<file path="src/rtl/vcf_pkg.sv">
package vcf_pkg;
  localparam int unsigned XLEN = 64;

  typedef logic [XLEN-1:0]   word_t;
  typedef logic [2*XLEN-1:0] dword_t;

  typedef enum logic [1:0] {
    ST_IDLE = 2'd0,
    ST_RUN  = 2'd1,
    ST_DONE = 2'd2
  } state_e;

  typedef struct packed {
    word_t res;
    word_t carry;
  } step_t;
endpackage

</file>
<file path="src/rtl/vcf_step.sv">
module vcf_step
  import vcf_pkg::*;
(
  input  word_t hi_i,
  input  word_t lo_i,
  input  word_t carry_i,
  output step_t out_o
);
  dword_t cat, ext, sum;
  word_t  hi_sum;
  logic   bump;

  always_comb begin
    cat    = {hi_i, lo_i};
    ext    = {{XLEN{1'b0}}, carry_i};
    // all-ones constant: net effect is carry - 1
    sum    = cat + ext + {(2*XLEN){1'b1}};
    bump   = (carry_i <= word_t'(1));
    hi_sum = sum[2*XLEN-1:XLEN];
    out_o.res   = sum[XLEN-1:0];
    out_o.carry = hi_sum + {{(XLEN-1){1'b0}}, bump};
  end
endmodule

</file>
<file path="src/rtl/vcf_seq.sv">
module vcf_seq
  import vcf_pkg::*;
#(
  parameter int unsigned MAX_VL = 8,
  parameter int unsigned VL_W   = 4,
  parameter int unsigned IDX_W  = 3
) (
  input  logic             clk_i,
  input  logic             rst_ni,
  input  logic             start_i,
  input  logic [VL_W-1:0]  vl_i,
  output logic             load_o,
  output logic             busy_o,
  output logic [IDX_W-1:0] idx_o,
  output logic             done_o
);
  localparam logic [VL_W-1:0] MAX_VL_V = VL_W'(MAX_VL);

  state_e           state_q, state_d;
  logic [IDX_W-1:0] idx_q, idx_d, last_q, last_d;
  logic [VL_W-1:0]  vl_eff;

  always_comb begin
    vl_eff  = (vl_i > MAX_VL_V) ? MAX_VL_V : vl_i;
    load_o  = start_i && (state_q != ST_RUN);
    state_d = state_q;
    idx_d   = idx_q;
    last_d  = last_q;
    unique case (state_q)
      ST_RUN: begin
        if (idx_q == last_q) state_d = ST_DONE;
        else                 idx_d   = idx_q + IDX_W'(1);
      end
      default: begin
        state_d = ST_IDLE;
        if (load_o) begin
          idx_d   = '0;
          last_d  = IDX_W'(vl_eff - VL_W'(1));
          state_d = (vl_eff == '0) ? ST_DONE : ST_RUN;
        end
      end
    endcase
  end

  always_ff @(posedge clk_i or negedge rst_ni) begin
    if (!rst_ni) begin
      state_q <= ST_IDLE;
      idx_q   <= '0;
      last_q  <= '0;
    end else begin
      state_q <= state_d;
      idx_q   <= idx_d;
      last_q  <= last_d;
    end
  end

  assign busy_o = (state_q == ST_RUN);
  assign done_o = (state_q == ST_DONE);
  assign idx_o  = idx_q;
endmodule

</file>
<file path="src/rtl/vec_carry_fixup.sv">
module vec_carry_fixup
  import vcf_pkg::*;
#(
  parameter int unsigned MAX_VL = 8,
  parameter int unsigned VL_W   = 4,
  parameter int unsigned IDX_W  = $clog2(MAX_VL)
) (
  input  logic             clk_i,
  input  logic             rst_ni,
  input  logic             start_i,
  input  logic [VL_W-1:0]  vl_i,
  input  logic [XLEN-1:0]  carry_i,
  output logic [IDX_W-1:0] rd_idx_o,
  input  logic [XLEN-1:0]  hi_i,
  input  logic [XLEN-1:0]  lo_i,
  output logic             wr_en_o,
  output logic [IDX_W-1:0] wr_idx_o,
  output logic [XLEN-1:0]  wr_data_o,
  output logic             busy_o,
  output logic             done_o,
  output logic [XLEN-1:0]  carry_o
);
  logic             load, busy;
  logic [IDX_W-1:0] idx;
  word_t            carry_q;
  step_t            step;

  vcf_seq #(
    .MAX_VL(MAX_VL),
    .VL_W  (VL_W),
    .IDX_W (IDX_W)
  ) seq_i (
    .clk_i  (clk_i),
    .rst_ni (rst_ni),
    .start_i(start_i),
    .vl_i   (vl_i),
    .load_o (load),
    .busy_o (busy),
    .idx_o  (idx),
    .done_o (done_o)
  );

  vcf_step step_i (
    .hi_i   (hi_i),
    .lo_i   (lo_i),
    .carry_i(carry_q),
    .out_o  (step)
  );

  // carry register: input and in-place output
  always_ff @(posedge clk_i or negedge rst_ni) begin
    if (!rst_ni)   carry_q <= '0;
    else if (load) carry_q <= carry_i;
    else if (busy) carry_q <= step.carry;
  end

  assign rd_idx_o  = idx;
  assign wr_idx_o  = idx;
  assign wr_en_o   = busy;
  assign wr_data_o = step.res;
  assign busy_o    = busy;
  assign carry_o   = carry_q;
endmodule

</file>
<file path="config.mk">
export PLATFORM = sky130hd
export DESIGN_NAME = vec_carry_fixup
export DESIGN_NICKNAME = d
export VERILOG_FILES = /design/src/rtl/vcf_pkg.sv /design/src/rtl/vcf_step.sv /design/src/rtl/vcf_seq.sv /design/src/rtl/vec_carry_fixup.sv
export SDC_FILE = /design/constraint.sdc
export NUM_CORES = 1
export LEC_CHECK = 0
export BUFFER_PORTS_ARGS = -buffer_cell sky130_fd_sc_hd__buf_2
export CAP_MARGIN = 30
export CORE_UTILIZATION = 40
export DETAILED_ROUTE_END_ITERATION = 12
export PLACE_DENSITY = 0.68
export SYNTH_ARGS = -nofsm -noshare
export SYNTH_HDL_FRONTEND = slang
export SYNTH_SLANG_ARGS = --single-unit
</file>
<file path="constraint.sdc">
create_clock -name clk_i -period 7.1 [get_ports clk_i]
set_input_delay 0.71 -clock clk_i [delete_from_list [all_inputs] [get_ports clk_i]]
set_output_delay 0.71 -clock clk_i [all_outputs]
set_load 0.02 [all_outputs]
</file>
==> results of run 1 <==
cell usage after synthesis (23+ instances only):
master / n
xnor2_1: 84
ha_1: 194
a21o_1: 31
clkbuf_1: 71
nand3_1: 67
a31oi_1: 29
o211a_1: 46
inv_1: 352
and3_1: 23
a211oi_1: 24
nor3_1: 72
dfrtp_1: 72
xor2_1: 62
a21oi_1: 290
buf_2: 42
nand4_1: 98
o21ai_0: 190
nand2_1: 312
nor2_1: 172
and4_1: 24
nor4_1: 52
stage by stage:
| step | total power [mW] | hold WS, ps | instance area, µm² |
|---|---|---|---|
| CTS | 10.27 | 509.8 | 20080 |
| detailed placement | 9.716 | 496.5 | 19750 |
| finish | 10.50 | 303.3 | 20110 |
| global placement | 9.710 | 491.3 | 19750 |
| global route | 11.01 | 308.7 | 20110 |
| floorplan | 6.298 | 414.4 | 17470 |
power by group:
group	internal [mW]	switching [mW]
sequential	0.619	0.271
combinational	2.71	6.39
clock	0.327	0.191
total	3.65	6.85
metal layers:
metal,global-route usage,wire [µm]
met5,0,0
met4,0.2649,6957
met3,0.05337,7401
met2,0.6331,40190
met1,0.4887,35840
final cells by class:
| type | instances | share of cell area |
|---|---|---|
| well taps | 585 | 0.03639 |
| inverters | 352 | 0.06570 |
| clock inverters | 5 | 0.003919 |
| clock buffers | 11 | 0.01257 |
| multi-input cells | 2117 | 0.6870 |
| repair buffers | 390 | 0.1048 |
| flip-flops and latches | 72 | 0.08959 |
logic make-up after synthesis:
family          count (synthesis)  share of synthesized area
compound gates                808                     0.2920
xor+xnor                      146                    0.07321
fa+ha+maj                     195                     0.1401
buf+inv                       475                     0.1066
flops                          72                     0.1032
mux                            21                    0.01232
simple gates                  947                     0.2726
worst max-delay path by stage:
stage | start | end | slack, ps | cells after the start
2_1_floorplan | lo_i[1] | carry_o[36]$_DFFE_PN0P_ | 1610 | 19
3_3_place_gp | lo_i[57] | carry_o[49]$_DFFE_PN0P_ | 320 | 19
3_5_place_dp | lo_i[1] | carry_o[31]$_DFFE_PN0P_ | 500 | 19
4_1_cts | carry_o[63]$_DFFE_PN0P_ | carry_o[31]$_DFFE_PN0P_ | 710 | 17
5_1_grt | carry_o[63]$_DFFE_PN0P_ | carry_o[45]$_DFFE_PN0P_ | 280 | 18
6_report | carry_o[63]$_DFFE_PN0P_ | carry_o[31]$_DFFE_PN0P_ | 480 | 17
sequential cells by signal, summed over array words and instances (netlist names):
signal         count
seq_i.state_q      2
seq_i.last_q       3
seq_i.idx_o        3
carry_o           64
critical path, cell delays in order, from the launching register on:
cell and delay, ps:
dfrtp_1 480, inv_1 320, ha_1 220, inv_1 40, ha_1 530, a21oi_1 230, o21ai_0 630, a211oi_1 180
o21bai_1 540, nor3_1 90, a21oi_1 320, xor2_1 410, nor4bb_1 670, nand3_1 280, or4_1 530, buf_4 210
or3b_2 480, a31oi_1 320
placed cells by master, fill, tap and decap left out, types with 54 or more instances in the layout:
master	count
a21oi_1	290
xnor2_1	84
o21ai_0	190
buf_2	334
nor2_1	172
xor2_1	62
nand4_1	98
nor3_1	72
nand3_1	67
dfrtp_1	72
buf_4	54
inv_1	351
nand2_1	312
ha_1	194
==> run_results.csv, run 1 <==
group,metric,value,unit
worst_setup_path,worstPathMaxFanout,17,
placement,place_ws,502.9,ps
timing,fmax,151.0,MHz
drt,postRouteWirelength,90390,µm
floorplanning,design.die.area,44500,µm²
timing,final_max_slew_viol_count,0,
pwr,power_per_cell_area,522.3,nW/µm²
cts,cts-buffers-inserted,9,
floorplanning,floorplan.core_area,43080,µm²
logic_synthesis,postSynth.asyncResetShare,1.000,
timing,timing.final.crit_share,0.9326,
placement,finalWeightedCongestion,1.087,
timing,hold_violation_count_in_the_final_report,0,
global_route,gr-usage-all-layers,0.3931,
global_route,vias_in_the_first_global_route,20513,
cts,clockRootBuffer,"clkbuf_16",
timing,final_setup_violation_count,0,
run_status,run_status,"finished, final reports clean",
cts,clk_latency,350,ps
timing,rsz0062_at_grt,"no",
timing,timing_worst_slew_pin_value,1039,ps
timing,fin_ws,478.3,ps
floorplanning,die_h,211.0,µm
timing,worst_clock_skew,13.73,ps
finish,syn_to_final_growth,15.15,%
finish,multiInputGateArea,13820,µm²
worst_setup_path,end_kind,"register",
floorplanning,rows,76,
logic_synthesis,synth_top_area_frac,0.1390,
logic_synthesis,sequential_share_of_the_synthesized_area,0.1032,
finish,antenna-diode-count,0,
drt,drt_first_pass_iters,6,
pwr,total_leakage_power,9.493,nW
worst_setup_path,critical_path_required,7320,ps
drt,postRouteAntennaNets,0,
worst_setup_path,timing.critical_path.from_type,"register",
cts,post_cts_resize_count,0,
placement,detailed_placement_hpwl,78420,µm
cts,clock_tree_from_tritoncts,"built",
drt,drcViolationCount,0,
timing,setup_total_negative_slack,0,ps
job,maxCapViolations,0,
cts,max-clock-path-buffers,2,
cts,clock_sinks,72,
pwr,ir_worst_vdd,0.4252,mV
logic_synthesis,mappedNetlistNets,3058,
logic_synthesis,ys.flop_type,"dfrtp_1",
floorplanning,io-pin-count,336,
drt,detail_route.wl_per_cell,25.59,µm
global_route,antenna_found_initial,0,
finish,fin_util,0.4669,
global_route,gr-total-overflow,0,
worst_setup_path,r2r_endpoint,"carry_o[31]$_DFFE_PN0P_",
floorplanning,floorplan.initialDensity,0.4055,
worst_setup_path,ff2ff_setup_slack,480,ps
placement,io_buffers,335,
worst_setup_path,timing_worst_setup_path_type,"register to register",
finish,area_of_all_sequential_standard_cells,1802,µm²
worst_setup_path,cp.arrival,6840,ps
global_route,grt_first_pass_wirelength,130500,µm
timing,fin_crit,6622,ps
logic_synthesis,synth_cells,2664,
logic_synthesis,synth_area_leaders,"ha_1, dfrtp_1, a21oi_1",
worst_setup_path,worst-r2r-cell-count,17,
logic_synthesis,unique_masters_post_synth,92,
worst_setup_path,regToRegStartpoint,"carry_o[63]$_DFFE_PN0P_",
finish,n_fill_cell,4588,
finish,finish.net_count,3336,
finish,drive_above_1_share,0.1568,
logic_synthesis,post_synth.cell_area_avg,6.556,µm²
logic_synthesis,syn_area,17470,µm²
hold_path,hp-class,"input pin to asynchronous set/reset pin",
drt,dr.first_iter.drc_count,2440,
logic_synthesis,synth.yosys.warnings,0,
cts,cts_setup_buffers,0,
timing,max-slew-margin-rel,0.2998,
cts,post_cts_hold_buffer_count,0,
cts,clkSlewWorstSetupHoldPaths,70,ps
placement,dp.cells,3515,
floorplanning,die-width,211.0,µm
logic_synthesis,synth-edff-count,0,
global_route,grt_start_max_net_pins,73,
logic_synthesis,synth_area_leader_cell,"ha_1",
logic_synthesis,ys_ff_latch,72,
finish,layoutNonFillerInstCount,3532,
cts,cts_htree_levels,3,
drt,via_count,22015,
drt,vias_per_cell,6.233,
(Power assumes the default switching activity.)
==> run 2, diff against run 1 <==
Settings changed: CORE_MARGIN from default to 2.
==> run 2 against run 1 <==
  * Critical path depth unchanged
  * Total power about the same
  * Clock power down 8.5%
  * Clock skew down 7.5 ps
  * Final area up 0.19%
  * Global-route usage down 0.11 points
  * Hold slack better by 79 ps
  * Sequential power down 0.7%
  * Sequential share of layout area about the same
  * Largest cell class unchanged
  * Largest power group unchanged
==> run_results.csv, run 2 (synthesized netlist as in run 1, its figures left out) <==
group,metric,value,unit
run_status,run_status,"finished, final reports clean",
floorplanning,die-width,213.0,µm
floorplanning,rows,76,
pwr,ir_worst_vdd,0.4219,mV
drt,detail_route.wl_per_cell,26.13,µm
timing,fmax,155.4,MHz
worst_setup_path,r2r_endpoint,"carry_o[36]$_DFFE_PN0P_",
placement,io_buffers,335,
global_route,vias_in_the_first_global_route,20537,
drt,wl_met3,7590,µm
finish,finish.net_count,3343,
floorplanning,die_h,213.0,µm
worst_setup_path,regToRegStartpoint,"carry_o[36]$_DFFE_PN0P_",
global_route,antenna_found_initial,3,
worst_setup_path,ff2ff_setup_slack,660,ps
worst_setup_path,worstPathMaxFanout,11,
drt,wl_met2,41830,µm
finish,syn_to_final_growth,15.37,%
timing,fin_crit,6436,ps
timing,max-slew-margin-rel,0.2835,
finish,drive_above_1_share,0.1588,
worst_setup_path,worst-r2r-cell-count,17,
floorplanning,floorplan.core_area,43080,µm²
worst_setup_path,cp.arrival,6640,ps
floorplanning,io-pin-count,336,
drt,drcViolationCount,0,
floorplanning,floorplan.initialDensity,0.4055,
cts,cts_htree_levels,3,
finish,layoutNonFillerInstCount,3542,
drt,drt_first_pass_iters,6,
drt,dr.first_iter.drc_count,2487,
worst_setup_path,timing_worst_setup_path_type,"register to register",
global_route,gr-total-overflow,0,
finish,mostFrequentLayoutCells,"inv_1, buf_2, nand2_1, a21oi_1, ha_1",
job,maxCapViolations,0,
placement,finalWeightedCongestion,1.110,
hold_path,hp-class,"input pin to asynchronous set/reset pin",
worst_setup_path,critical_path_required,7310,ps
global_route,gr-usage-all-layers,0.3920,
worst_setup_path,timing.critical_path.from_type,"register",
drt,vias_per_cell,6.213,
finish,mostFrequentLayoutCell,"inv_1",
cts,cts_setup_buffers,0,
placement,detailed_placement_hpwl,80370,µm
pwr,total_leakage_power,9.510,nW
cts,clk_latency,340,ps
cts,clkSlewWorstSetupHoldPaths,60,ps
timing,final_setup_violation_count,0,
finish,n_fill_cell,4600,
cts,clockRootBuffer,"clkbuf_16",
cts,cts-buffers-inserted,9,
timing,timing_worst_slew_pin_value,1075,ps
pwr,power_per_cell_area,521.7,nW/µm²
cts,max-clock-path-buffers,2,
timing,timing.final.crit_share,0.9065,
timing,hold_violation_count_in_the_final_report,0,
pwr,total_power,10.51,mW
cts,post_cts_resize_count,0,
timing,setup_total_negative_slack,0,ps
floorplanning,design.die.area,45350,µm²
timing,final_max_slew_viol_count,0,
global_route,grt_first_pass_wirelength,130700,µm
global_route,grt_start_max_net_pins,73,
drt,via_count,22007,
finish,fin_util,0.4678,
drt,postRouteAntennaNets,0,
placement,dp.cells,3522,
cts,post_cts_hold_buffer_count,0,
drt,postRouteWirelength,92550,µm
finish,largest_reg_flops,64,
drt,wirelength_met1,36640,µm
drt,top_signal_layer_used,"met4",
cts,clock_sinks,72,
cts,clock_tree_from_tritoncts,"built",
timing,worst_clock_skew,6.243,ps
timing,rsz0062_at_grt,"no",
worst_setup_path,end_kind,"register",
-- run 2: changes by cell type in the layout (fill, tap and decap cells not counted), sizes merged --
cell           delta
buf               +6
bufinv            -1
clkbuf            -1
clkdlybuf4s15     +1
clkinv            -1
clkinvlp          +2
diode             +3
inv               +1
-- run 2: cell type report --
cell class,count,area [µm²],share of cell area
timing repair buffer,397,2165,0.1074
clock inverter,6,67.56,0.003353
inverter,352,1321,0.06557
sequential,72,1802,0.08941
antenna,3,7.507,0.0003726
multi-input combinational,2117,13820,0.6857
clock buffer,10,239.0,0.01186
tap,585,732.0,0.03632
-- run 2: how the worst max path moves through the flow --
stage                     slack [ps]                       to  cells after the start               startpoint
after global routing             430  carry_o[61]$_DFFE_PN0P_                     19  carry_o[63]$_DFFE_PN0P_
after global placement            20  carry_o[61]$_DFFE_PN0P_                     20                 lo_i[56]
final                            660  carry_o[36]$_DFFE_PN0P_                     17  carry_o[36]$_DFFE_PN0P_
after detailed placement         730  carry_o[47]$_DFFE_PN0P_                     20                  lo_i[1]
after CTS                        880  carry_o[36]$_DFFE_PN0P_                     17  carry_o[36]$_DFFE_PN0P_
after floorplan                 1610  carry_o[36]$_DFFE_PN0P_                     19                  lo_i[1]
-- run 2: metrics by stage --
stage | hold slack, ps | instance area [µm²] | setup slack, ps
2_1_floorplan | 414.4 | 17470 | 1607
3_3_place_gp | 493.0 | 19790 | 21.85
6_report | 382.5 | 20150 | 664.1
4_1_cts | 505.0 | 20120 | 877.2
5_1_grt | 421.4 | 20150 | 431.1
3_5_place_dp | 491.8 | 19810 | 729.8
-- run 2: power by group --
part | internal (mW) | switching (mW)
registers | 0.619 | 0.265
logic | 2.72 | 6.43
clock network | 0.283 | 0.190
total | 3.62 | 6.89
-- run 2: worst max-delay path, stage by stage (launching register included) --
cell and delay [ps]:
dfrtp_1 480, inv_1 220, ha_1 330, inv_1 40
ha_1 420, a21oi_1 360, o21ai_0 320, a21oi_1 410
o31ai_1 180, a31o_2 330, nor2_1 330, o211ai_1 270
or4b_4 630, or4_4 590, or4_4 590, or4_4 490
xnor2_1 190, a21oi_1 100
-- run 2: per-layer routing --
metal	GRT usage	vias to the layer above
met5	0	-
li1	-	10125
met2	0.6447	1181
met1	0.4835	10462
met3	0.05751	239
met4	0.2390	0
